[src/rtl/sd_cmd_pkg.sv]
package sd_cmd_pkg;
  localparam int DATA_W     = 32;
  localparam int ADDR_W     = 8;
  localparam int RESP_WORDS = 4;
  localparam int SEL_W      = $clog2(RESP_WORDS);

  localparam logic [ADDR_W-1:0] OFS_CMD    = 8'h00;
  localparam logic [ADDR_W-1:0] OFS_ARG    = 8'h04;
  localparam logic [ADDR_W-1:0] OFS_TMO    = 8'h08;
  localparam logic [ADDR_W-1:0] OFS_RESP0  = 8'h10;
  localparam logic [ADDR_W-1:0] OFS_STATUS = 8'h20;

  localparam logic [DATA_W-1:0] TMO_RESET = 32'h00F0_0000;

  // command word bit positions
  localparam int BIT_EN    = 15;
  localparam int BIT_FAIL  = 14;
  localparam int BIT_BUSY  = 11;
  localparam int BIT_NONE  = 10;
  localparam int BIT_LONG  = 9;
  localparam int BIT_WR    = 7;
  localparam int BIT_RD    = 6;
  // status bit positions
  localparam int ST_TMO = 6;
  localparam int ST_CRC = 4;

  typedef enum logic [1:0] {KIND_NONE = 2'd0, KIND_SHORT = 2'd1, KIND_LONG = 2'd2} resp_kind_e;

  typedef struct packed {
    logic             capture;
    logic [SEL_W-1:0] wordSel;
    logic             setTimeout;
    logic             setCrcErr;
    logic             finish;
  } ctrl_strobe_t;
endpackage

[src/rtl/sd_cmd_ctrl.sv]
module sd_cmd_ctrl
  import sd_cmd_pkg::*;
(
  input  logic              clk,
  input  logic              rstN,
  input  logic              cmdEnable,
  input  logic              respNone,
  input  logic              respLong,
  input  logic              busyWait,
  input  logic [DATA_W-1:0] timeoutLimit,
  input  logic              cardRespValid,
  input  logic              cardRespCrcErr,
  input  logic              cardBusy,
  output logic              cardCmdValid,
  output ctrl_strobe_t      strb
);
  typedef enum logic [1:0] {ST_IDLE, ST_ISSUE, ST_WAIT, ST_BUSYW} state_e;

  state_e            state, nextState;
  logic [SEL_W-1:0]  beatCnt;
  logic [DATA_W-1:0] tmr;
  logic              lastBeat;

  assign lastBeat     = respLong ? (beatCnt == SEL_W'(RESP_WORDS - 1)) : 1'b1;
  assign cardCmdValid = (state == ST_ISSUE);

  always_comb begin
    strb      = '0;
    nextState = state;
    case (state)
      ST_IDLE:  if (cmdEnable) nextState = ST_ISSUE;
      ST_ISSUE: begin
        if (respNone) begin
          strb.finish = 1'b1;
          nextState   = ST_IDLE;
        end else begin
          nextState = ST_WAIT;
        end
      end
      ST_WAIT: begin
        if (cardRespValid) begin
          strb.capture = 1'b1;
          strb.wordSel = beatCnt;
          if (lastBeat) begin
            strb.setCrcErr = cardRespCrcErr;
            if (busyWait) begin
              nextState = ST_BUSYW;
            end else begin
              strb.finish = 1'b1;
              nextState   = ST_IDLE;
            end
          end
        end else if (tmr >= timeoutLimit) begin
          strb.setTimeout = 1'b1;
          strb.finish     = 1'b1;
          nextState       = ST_IDLE;
        end
      end
      ST_BUSYW: begin
        if (!cardBusy) begin
          strb.finish = 1'b1;
          nextState   = ST_IDLE;
        end
      end
      default: nextState = ST_IDLE;
    endcase
  end

  always_ff @(posedge clk) begin
    if (!rstN) begin
      state   <= ST_IDLE;
      beatCnt <= '0;
      tmr     <= '0;
    end else begin
      state <= nextState;
      if (state == ST_ISSUE) begin
        beatCnt <= '0;
        tmr     <= '0;
      end else if (state == ST_WAIT) begin
        if (cardRespValid) begin
          beatCnt <= beatCnt + 1'b1;
          tmr     <= '0;
        end else begin
          tmr <= tmr + 1'b1;
        end
      end
    end
  end

  // launch strobe lasts one cycle
  a_r3_single_pulse: assert property (@(posedge clk) disable iff (!rstN)
    cardCmdValid |=> !cardCmdValid);
  // engine only works while the start bit is held
  a_r2_enable_held: assert property (@(posedge clk) disable iff (!rstN)
    (state != ST_IDLE) |-> cmdEnable);
  // no capture or timeout for a command without response
  a_r6_none_quiet: assert property (@(posedge clk) disable iff (!rstN)
    respNone |-> !(strb.capture || strb.setTimeout || strb.setCrcErr));
  // no completion while the card is busy in busy-wait
  a_r9_busy_hold: assert property (@(posedge clk) disable iff (!rstN)
    (state == ST_BUSYW && cardBusy) |-> !strb.finish);
endmodule

[src/rtl/sd_cmd_regs.sv]
module sd_cmd_regs
  import sd_cmd_pkg::*;
(
  input  logic              clk,
  input  logic              rstN,
  input  logic [ADDR_W-1:0] busAddr,
  input  logic              busWrEn,
  input  logic [DATA_W-1:0] busWrData,
  output logic [DATA_W-1:0] busRdData,
  input  ctrl_strobe_t      strb,
  input  logic [DATA_W-1:0] respWord,
  output logic              cmdEnable,
  output logic              respNone,
  output logic              respLong,
  output logic              busyWait,
  output logic [5:0]        cmdIndex,
  output logic [DATA_W-1:0] argValue,
  output logic [DATA_W-1:0] timeoutLimit
);
  logic              cmdFailed, cmdWrFlag, cmdRdFlag;
  logic              stTmo, stCrc;
  logic [DATA_W-1:0] respReg [RESP_WORDS];
  logic              cmdWrite, cmdAccept, statusWrite;
  logic [DATA_W-1:0] cmdView;

  assign cmdWrite    = busWrEn && (busAddr == OFS_CMD);
  assign cmdAccept   = cmdWrite && !cmdEnable;
  assign statusWrite = busWrEn && (busAddr == OFS_STATUS);

  always_ff @(posedge clk) begin
    if (!rstN) begin
      cmdEnable    <= 1'b0;
      cmdFailed    <= 1'b0;
      busyWait     <= 1'b0;
      respNone     <= 1'b0;
      respLong     <= 1'b0;
      cmdWrFlag    <= 1'b0;
      cmdRdFlag    <= 1'b0;
      cmdIndex     <= '0;
      argValue     <= '0;
      timeoutLimit <= TMO_RESET;
      stTmo        <= 1'b0;
      stCrc        <= 1'b0;
    end else begin
      if (cmdAccept) begin
        cmdEnable <= busWrData[BIT_EN];
        busyWait  <= busWrData[BIT_BUSY];
        respNone  <= busWrData[BIT_NONE];
        respLong  <= busWrData[BIT_LONG];
        cmdWrFlag <= busWrData[BIT_WR];
        cmdRdFlag <= busWrData[BIT_RD];
        cmdIndex  <= busWrData[5:0];
        if (busWrData[BIT_EN]) cmdFailed <= 1'b0;
      end else begin
        if (strb.finish) cmdEnable <= 1'b0;
        if (strb.setTimeout || strb.setCrcErr) cmdFailed <= 1'b1;
      end
      if (busWrEn && busAddr == OFS_ARG) argValue <= busWrData;
      if (busWrEn && busAddr == OFS_TMO) timeoutLimit <= busWrData;
      stTmo <= strb.setTimeout || (stTmo && !(statusWrite && busWrData[ST_TMO]));
      stCrc <= strb.setCrcErr  || (stCrc && !(statusWrite && busWrData[ST_CRC]));
    end
  end

  for (genvar w = 0; w < RESP_WORDS; w++) begin : g_resp
    always_ff @(posedge clk) begin
      if (!rstN) respReg[w] <= '0;
      else if (strb.capture && strb.wordSel == SEL_W'(w)) respReg[w] <= respWord;
    end
  end

  always_comb begin
    cmdView = '0;
    cmdView[BIT_EN]   = cmdEnable;
    cmdView[BIT_FAIL] = cmdFailed;
    cmdView[BIT_BUSY] = busyWait;
    cmdView[BIT_NONE] = respNone;
    cmdView[BIT_LONG] = respLong;
    cmdView[BIT_WR]   = cmdWrFlag;
    cmdView[BIT_RD]   = cmdRdFlag;
    cmdView[5:0]      = cmdIndex;
  end

  always_comb begin
    busRdData = '0;
    case (busAddr)
      OFS_CMD:    busRdData = cmdView;
      OFS_ARG:    busRdData = argValue;
      OFS_TMO:    busRdData = timeoutLimit;
      OFS_STATUS: begin
        busRdData[ST_TMO] = stTmo;
        busRdData[ST_CRC] = stCrc;
      end
      default: begin
        for (int w = 0; w < RESP_WORDS; w++)
          if (busAddr == OFS_RESP0 + ADDR_W'(4 * w)) busRdData = respReg[w];
      end
    endcase
  end

  // command fields frozen against writes while a command is pending
  a_r10_cmd_locked: assert property (@(posedge clk) disable iff (!rstN)
    (cmdEnable && cmdWrite) |=> $stable(cmdIndex) && $stable(respLong) && $stable(respNone));
  // writing one to the timeout status bit clears it
  a_r11_w1c: assert property (@(posedge clk) disable iff (!rstN)
    (statusWrite && busWrData[ST_TMO] && !strb.setTimeout) |=> !stTmo);
  // a timeout marks the command as failed
  a_r7_timeout_fails: assert property (@(posedge clk) disable iff (!rstN)
    strb.setTimeout |=> (cmdFailed && stTmo && !cmdEnable));
endmodule

[src/rtl/sd_cmd_issue.sv]
module sd_cmd_issue
  import sd_cmd_pkg::*;
(
  input  logic        clk,
  input  logic        rstN,
  input  logic [7:0]  busAddr,
  input  logic        busWrEn,
  input  logic [31:0] busWrData,
  output logic [31:0] busRdData,
  output logic        cardCmdValid,
  output logic [5:0]  cardCmdIndex,
  output logic [31:0] cardCmdArg,
  output logic [1:0]  cardRespKind,
  input  logic        cardRespValid,
  input  logic [31:0] cardRespWord,
  input  logic        cardRespCrcErr,
  input  logic        cardBusy
);
  ctrl_strobe_t      strb;
  logic              cmdEnable, respNone, respLong, busyWait;
  logic [DATA_W-1:0] timeoutLimit;

  sd_cmd_regs u_regs (
    .clk, .rstN, .busAddr, .busWrEn, .busWrData, .busRdData,
    .strb, .respWord(cardRespWord),
    .cmdEnable, .respNone, .respLong, .busyWait,
    .cmdIndex(cardCmdIndex), .argValue(cardCmdArg), .timeoutLimit
  );

  sd_cmd_ctrl u_ctrl (
    .clk, .rstN, .cmdEnable, .respNone, .respLong, .busyWait, .timeoutLimit,
    .cardRespValid, .cardRespCrcErr, .cardBusy, .cardCmdValid, .strb
  );

  assign cardRespKind = respNone ? KIND_NONE : (respLong ? KIND_LONG : KIND_SHORT);
endmodule

[config.mk]
export PLATFORM = sky130hd
export DESIGN_NAME = sd_cmd_issue
export DESIGN_NICKNAME = d
export VERILOG_FILES = /design/src/rtl/sd_cmd_pkg.sv /design/src/rtl/sd_cmd_ctrl.sv /design/src/rtl/sd_cmd_regs.sv /design/src/rtl/sd_cmd_issue.sv
export SDC_FILE = /design/constraint.sdc
export NUM_CORES = 1
export LEC_CHECK = 0
export BUFFER_PORTS_ARGS = -buffer_cell sky130_fd_sc_hd__buf_2
export CORE_MARGIN = 1.5
export CORE_UTILIZATION = 40
export CTS_BUF_LIST = sky130_fd_sc_hd__clkbuf_4 sky130_fd_sc_hd__clkbuf_8
export DETAILED_ROUTE_END_ITERATION = 12
export PLACE_DENSITY = 0.66
export RECOVER_POWER = 25
export SLEW_MARGIN = 20
export SYNTH_ARGS = -nofsm -noshare
export SYNTH_HDL_FRONTEND = slang
export SYNTH_SLANG_ARGS = --single-unit
[constraint.sdc]
create_clock -name clk -period 6.6 [get_ports clk]
set_clock_uncertainty 0.2 [all_clocks]
set_input_delay 1.32 -clock clk [delete_from_list [all_inputs] [get_ports clk]]
set_output_delay 1.32 -clock clk [all_outputs]
set_load 0.02 [all_outputs]
==> results of run 1 <==
==> worst paths after layout <==
kind	cells past startpoint	slack [ps]	to	from
min reg2reg	2	280	u_regs.argValue[28]	u_regs.argValue[28]
max reg2reg	4	2970	u_regs.respReg[3][30]	u_ctrl.state[1]
min	2	280	u_regs.argValue[28]	u_regs.argValue[28]
max	6	1160	busRdData[14]	busAddr[1]
==> per-stage QoR <==
stage	std cells	area, um2	setup slack, ps
4_1_cts	1720	13540	1141
3_5_place_dp	1646	12730	1155
6_report	1722	13530	1160
3_3_place_gp	1646	12720	1209
5_1_grt	1720	13520	1065
2_1_floorplan	1166	11590	1744
==> metal layers <==
metal / track usage / up-vias / share of wire
met1: 0.3002 / 4514 / 0.45
met4: 0.08370 / 2 / 0.033
li1: - / 4456 / -
met5: 0 / - / 0.00030
met2: 0.3444 / 318 / 0.46
met3: 0.03509 / 75 / 0.054
==> cell usage after synthesis (all sizes together) (23+ instances only) <==
library cell  count  area share
inv              46       0.015
a221oi           23       0.017
a22oi            63       0.041
dfxtp           115        0.20
a21oi            74       0.032
nand3            30       0.013
edfxtp          128        0.33
clkbuf           59       0.019
and2            136       0.073
nor2             59       0.019
ha               34       0.037
nand2           169       0.055
==> final cells by class <==
cell class	count	area (um2)	area share
flip-flops and latches	243	6146	0.4544
multi-input cells	803	5027	0.3717
repair buffers	170	882.1	0.06522
clock buffers	59	718.2	0.05310
well taps	384	480.5	0.03552
inverters	46	172.7	0.01277
clock inverters	15	93.84	0.006938
diodes	2	5.005	0.0003700
==> flip-flops by register name (all words and copies together) (netlist names), 2 cells and up <==
register,count
u_ctrl.tmr,32
u_regs.cmdIndex,6
u_ctrl.beatCnt,2
u_regs.timeoutLimit,32
u_regs.argValue,32
u_regs.respReg,128
u_ctrl.state,2
==> cells by family after synthesis <==
family	after synthesis	synth area share
AOI/OAI and AO/OA	249	0.1483
DFF	243	0.5303
muxes	16	0.01393
buffers and inverters	120	0.04070
adders and majority gates	34	0.03671
xor gates and xnor gates	19	0.01436
and+or+nand+nor	485	0.2156
==> power breakdown <==
group          switching, mW  internal, mW  leakage, nW
Sequential            0.0145          1.62         2.25
Clock                  0.599         0.739        0.434
Combinational         0.0840        0.0383         2.56
==> worst max-delay path: cells and delay by family <==
family                 cells  cell delay (ps)
buffers and inverters      2              350
AOI/OAI and AO/OA          2              530
and+or+nand+nor            2             1710
==> flow_summary.ini, run 1 <==
[route]
wl_per_cell_um = 19.30
via_per_inst = 5.438
drt_first_pass_iters = 5
drt-initial-drc-count = 825
wl_um = 33230
drt.antenna.violating_nets = 0
vias = 9365
drcViolationCount = 0

[clock_tree]
post_cts_buffers = 0
hold_buffers = 0
path_clk_slew_ps = 60
cts.sinks = 243
clk_path_buf_depth = 3
cts_tree = done
cts_buffers = 41
ctsResizeCount = 0
htree_levels = 2
worstSkewPairLatency_ps = 550
root_buffer = clkbuf_8

[floorplan]
core_area_um2 = 28630
die_h_um = 173.2
ioPinCount = 151
rows = 62
fp.dieArea_um2 = 30000
die_w_um = 173.2
start_util = 0.4048

[status]
status = finished with violations
violations = capacitance limit, slew limit

[placed_design]
hpwl_um = 23380
portBuffers = 150
gp_congestion = 0.9315

[sta]
period_needed_ps = 5440
slew_headroom = -0.5743
period_share = 0.8242
drv_slew = 115
fin_hold_ws_ps = 277.1
setup_viol = 0
grt_setup_unrepaired = no
hold_violations = 0
setup-tns-final_ps = 0
fmax_mhz = 183.8
max_slew.worst_pin.slew_ps = 2361

[pwr]
powerDensity_nw_per_um2 = 228.7
total_power_mw = 3.093
peakVddDrop_uv = 114.4
p_leak_nw = 5.240

[setup_path]
crit_type = in -> out
cp_cell_sequence = buf_2 > nor3b_2 > and4b_1 > a221oi_1 > a21oi_1 > buf_2
cp_max_fo = 23
crit_top_cell = buf_2
cp-end-kind = output port
max_stage_delay_ps = 1010
startpoint_type = primary input
critPathSlowestCell = and4b_1
worstPathArrival_ps = 3920
crit_required_ps = 5080

[logic_synthesis]
yosysWarnings = 0
synth_edf_count = 128
synth.distinct_cells = 69
synthesis.area_um2 = 11590
synth_seq_cells = 243
avgSynthCellArea_um2 = 9.939
netlist_instances = 1166
synth_nets = 1278
ys_seq_area_frac = 0.5303
yosys_most_used_dff = edfxtp_1
ys_async_sr_fraction = 0

[final_layout]
final_cell_mix = nand2_1, buf_2, edfxtp_1
utilization = 0.4725
fin_nets = 1417
layout_commonest_cell = nand2_1
syn_to_final_growth_pct = 16.71
fillCellCount = 2678
layout-drive-gt1-share = 0.1879

[global_routing]
overflow = 0
grt_max_degree = 49
gr-usage-all-layers = 0.2177
first_global_vias = 8988
antenna_found_initial = 2
grt_pass1_wl_um = 51700

[run]
drv_cap = 3

[worst_hold_path]
hold_class = reg -> reg
Power figures use the tool's default switching activity.
==> run 2: changes to the inputs <==
- PLACE_DENSITY: 0.66 -> 0.68
- clock period: 6.6 -> 4.4 ns (I/O delays scaled with it)
==> run 2 against run 1 <==
  * Register-to-register slack got worse by 1600 ps
  * The run still ends with capacitance limit, slew limit left
  * Total power increased by 51%
  * Clock power increased by 53%
  * Routed wire length decreased by 0.74%
  * Non-clock buffer count increased by 3
  * Largest power group unchanged
  * Critical path type unchanged
  * Critical endpoint is now busRdData[19]
==> flow_summary.ini, run 2 (synthesis results as in run 1) <==
[sta]
max_slew.worst_pin.slew_ps = 2305
period_needed_ps = 4024
setup-tns-final_ps = 0
fin_hold_ws_ps = 279.9
setup_slack_ps = 376.1
slew_headroom = -0.5366
period_share = 0.9145
setup_viol = 0
hold_violations = 0
drv_slew = 49
fmax_mhz = 248.5
grt_setup_unrepaired = no

[final_layout]
stdcell_area_um2 = 13530
utilization = 0.4726
seqCellArea_um2 = 6146
fin_nets = 1420
multi_input_area_um2 = 5026
layout_commonest_cell = nand2_1
syn_to_final_growth_pct = 16.74
final_cell_mix = nand2_1, and2_1, edfxtp_1
final_cells = 1721
layout-drive-gt1-share = 0.1635
largest_reg_flops = 128
largest_register = u_regs.respReg
fillCellCount = 2668

[setup_path]
rr_worst_depth = 6
crit_type = in -> out
max_stage_delay_ps = 630
critPathSlowestCell = and3_1
crit_top_cell = buf_2
startpoint_type = primary input
crit_required_ps = 3320
cp_max_fo = 14
cp_cell_sequence = buf_2 > nor4_2 > and3_1 > buf_4 > a22oi_1 > nand3_1 > buf_2
worstPathArrival_ps = 2940
cp-end-kind = output port

[route]
via_per_inst = 5.443
wl_per_cell_um = 19.17
drt.antenna.violating_nets = 0
drt_first_pass_iters = 5
drcViolationCount = 0
vias = 9368
wl_um = 32990
drt-initial-drc-count = 850

[pwr]
p_seq_frac = 0.523
p_int_mw = 3.643
powerDensity_nw_per_um2 = 345.9
total_power_mw = 4.680
p_clk_frac = 0.438
combPwrFrac = 0.040
p_leak_nw = 5.120
switching_power_mw = 1.037
sw_frac_of_total = 0.2215
peakVddDrop_uv = 163.6

[run]
drv_cap = 1

[clock_tree]
htree_levels = 2
cts.sinks = 243
clk_path_buf_depth = 3
post_cts_buffers = 0
cts_tree = done
hold_buffers = 0
cts_buffers = 41
root_buffer = clkbuf_8
worstSkewPairLatency_ps = 540
ctsResizeCount = 0
path_clk_slew_ps = 60

[placed_design]
gp_congestion = 0.9088
hpwl_um = 23150
place_inst = 1649
dp_slack_ps = 425.7
portBuffers = 150
postPlaceCellArea_um2 = 12760

[worst_hold_path]
hold_class = reg -> reg
hold_path_depth = 2

[global_routing]
gr-usage-all-layers = 0.2171
antenna_found_initial = 6
grt_pass1_wl_um = 51360
first_global_vias = 9019
overflow = 0
grt_max_degree = 49

[floorplan]
fp.dieArea_um2 = 30000
die_h_um = 173.2
ioPinCount = 151
die_w_um = 173.2
core_area_um2 = 28630
rows = 62
start_util = 0.4048

[status]
violations = capacitance limit, slew limit
status = finished with violations
run 2: changes by cell type in the layout (fill, tap and decap cells not counted), sizes merged:
cell / before / now
clkbuf: 64 / 107
clkinv: 13 / 3
diode: 2 / 4
buf: 165 / 129
run 2: worst paths after layout:
path / start / end / slack, ps
max: busAddr[1] / busRdData[19] / 380
min: u_regs.argValue[13] / u_regs.argValue[13] / 280
max reg2reg: u_ctrl.state[1] / u_ctrl.tmr[28] / 1350
min reg2reg: u_regs.argValue[13] / u_regs.argValue[13] / 280
run 2: worst max-delay path: cells and delay by family:
kind            cells  cell delay [ps]
buf+inv             3              630
simple gates        3             1320
compound gates      1              110
run 2: cell type report:
type / instances / area share
multi-input cells: 803 / 0.3715
clock inverters: 5 / 0.003792
repair buffers: 173 / 0.06465
clock buffers: 63 / 0.05670
flip-flops and latches: 243 / 0.4543
diodes: 4 / 0.0007399
well taps: 384 / 0.03552
inverters: 46 / 0.01276
run 2: power by group through the flow:
stage / sequential (mW) / clock, mW / combinational (mW)
global route: 2.45 / 2.18 / 0.200
detailed placement: 2.49 / 0 / 0.186
floorplan: 2.49 / 0 / 0.0849
CTS: 2.45 / 2.08 / 0.186
global placement: 2.49 / 0 / 0.184
finish: 2.45 / 2.05 / 0.185
run 2: routing by layer:
layer / up-vias / track usage / routed length, um / share of wire
met3: 78 / 0.04539 / 2227 / 0.068
met1: 4489 / 0.2964 / 14610 / 0.44
li1: 4448 / - / - / -
met4: 4 / 0.09420 / 1226 / 0.037
met5: - / 0 / 17 / 0.00052
met2: 349 / 0.3340 / 14910 / 0.45
==> run 3: changes to the inputs <==
- CORE_ASPECT_RATIO: unset -> 1.1
==> run 3 against run 2 <==
  * The run still ends with capacitance limit, slew limit left
  * Sequential cell count stayed put
  * Global-route usage is 0.23 points higher
  * Maximum frequency is 0.68% lower
  * Hold slack better by 6.2 ps
==> flow_summary.ini, run 3 (synthesis results as in run 1) <==
[setup_path]
max_stage_delay_ps = 590
critPathSlowestCell = and2_1
cp_cell_sequence = buf_2 > nor4_1 > and2_1 > a22o_1 > a211oi_1 > a21oi_1 > buf_2
rr_endpoint = u_regs.respReg[3][0]
rr_worst_depth = 5
crit_required_ps = 3320
worstPathArrival_ps = 2970
cp_max_fo = 15
crit_top_cell = buf_2
crit_type = in -> out
r2r-start = u_ctrl.state[1]
path_buf_inv = 2
crit_family = simple AND/OR/NAND/NOR gates
r2r_setup_slack_ps = 1270
startpoint_type = primary input
cp-end-kind = output port

[sta]
fin_hold_ws_ps = 286.1
setup_slack_ps = 348.6
setup_viol = 0
drv_slew = 30
period_needed_ps = 4051
slew_headroom = -0.06556
grt_setup_unrepaired = no
max_slew.worst_pin.slew_ps = 1598
hold_violations = 0
period_share = 0.9208
fmax_mhz = 246.8

[pwr]
combPwrFrac = 0.040
switching_power_mw = 1.043
peakVddDrop_uv = 135.5
p_int_mw = 3.612
sw_frac_of_total = 0.2241
powerDensity_nw_per_um2 = 344.6
p_seq_frac = 0.525
p_clk_frac = 0.435
p_leak_nw = 5.112

[placed_design]
gp_congestion = 0.9047
portBuffers = 150
hpwl_um = 23110
dp_slack_ps = 391.4

[final_layout]
final_cell_mix = nand2_1, edfxtp_1, dfxtp_1
largest_reg_flops = 128
fillCellCount = 2731
multi_input_area_um2 = 5024
layout_commonest_cell = nand2_1
syn_to_final_growth_pct = 16.57
fin_nets = 1422
seqCellArea_um2 = 6146
layout-drive-gt1-share = 0.1650
largest_register = u_regs.respReg
utilization = 0.4719

[route]
drt.antenna.violating_nets = 0
wl_um = 32860
drcViolationCount = 0
vias = 9390
top_layer = met5
drt_first_pass_iters = 5
wl_per_cell_um = 19.22
drt-initial-drc-count = 690
via_per_inst = 5.491
met2_length_um = 15670
dr_wl_met3_um = 2160
wl_met1_um = 13760

[status]
status = finished with violations
violations = capacitance limit, slew limit

[run]
drv_cap = 2

[clock_tree]
htree_levels = 2
root_buffer = clkbuf_8
path_clk_slew_ps = 60
cts_tree = done
ctsResizeCount = 0
clk_path_buf_depth = 3
cts_buffers = 39
worstSkewPairLatency_ps = 530
cts.sinks = 243
post_cts_buffers = 0
hold_buffers = 0

[floorplan]
core_area_um2 = 28630
start_util = 0.4048
die_h_um = 181.5
die_w_um = 165.3
rows = 65
fp.dieArea_um2 = 30000
ioPinCount = 151

[global_routing]
gr-usage-all-layers = 0.2194
grt_max_degree = 35
antenna_found_initial = 4
first_global_vias = 9087
overflow = 0
grt_pass1_wl_um = 51190

[worst_hold_path]
hold_class = reg -> reg
hold_path_depth = 2
hold_start = u_regs.argValue[25]
hold_end = u_regs.argValue[25]
run 3: routing by layer:
| layer | up-vias | track usage |
|---|---|---|
| li1 | 4464 | - |
| met1 | 4498 | 0.2875 |
| met2 | 344 | 0.3562 |
| met3 | 82 | 0.03677 |
| met4 | 2 | 0.09357 |
| met5 | - | 0 |
run 3: worst register-to-register path, delay by kind of cell, from the launching register on:
family                 cells  cell delay [ps]
and+or+nand+nor            4             1030
buffers and inverters      1             1100
DFF                        1              650
run 3: layout make-up:
| type | count | share of cell area |
|---|---|---|
| clock buffer | 62 | 0.05483 |
| inverter | 46 | 0.01278 |
| tap | 368 | 0.03408 |
| sequential | 243 | 0.4549 |
| clock inverter | 8 | 0.005001 |
| antenna | 3 | 0.0005557 |
| timing repair buffer | 177 | 0.06594 |
| multi-input combinational | 803 | 0.3719 |
run 3: power by group through the flow:
stage	combinational (mW)	sequential [mW]	clock, mW
3_5_place_dp	0.186	2.49	0
3_3_place_gp	0.185	2.49	0
2_1_floorplan	0.0849	2.49	0
6_report	0.188	2.44	2.02
5_1_grt	0.203	2.45	2.15
4_1_cts	0.187	2.44	2.05
run 3: worst max-delay path by stage:
stage | start | cells after the start | to
after floorplan | cardRespValid | 3 | u_regs.respReg[0][0]
after global placement | busAddr[2] | 7 | busRdData[14]
after detailed placement | busAddr[2] | 7 | busRdData[14]
after CTS | busAddr[2] | 7 | busRdData[14]
after global routing | busAddr[2] | 7 | busRdData[15]
final | busAddr[2] | 7 | busRdData[14]
run 3: metrics by stage:
step / TNS, ps / total power, mW / area [um2] / cells
2_1_floorplan: -1017 / 2.572 / 11590 / 1166
3_3_place_gp: 0 / 2.676 / 12760 / 1637
3_5_place_dp: 0 / 2.679 / 12760 / 1637
4_1_cts: 0 / 4.678 / 13560 / 1707
5_1_grt: 0 / 4.796 / 13510 / 1709
6_report: 0 / 4.655 / 13510 / 1710
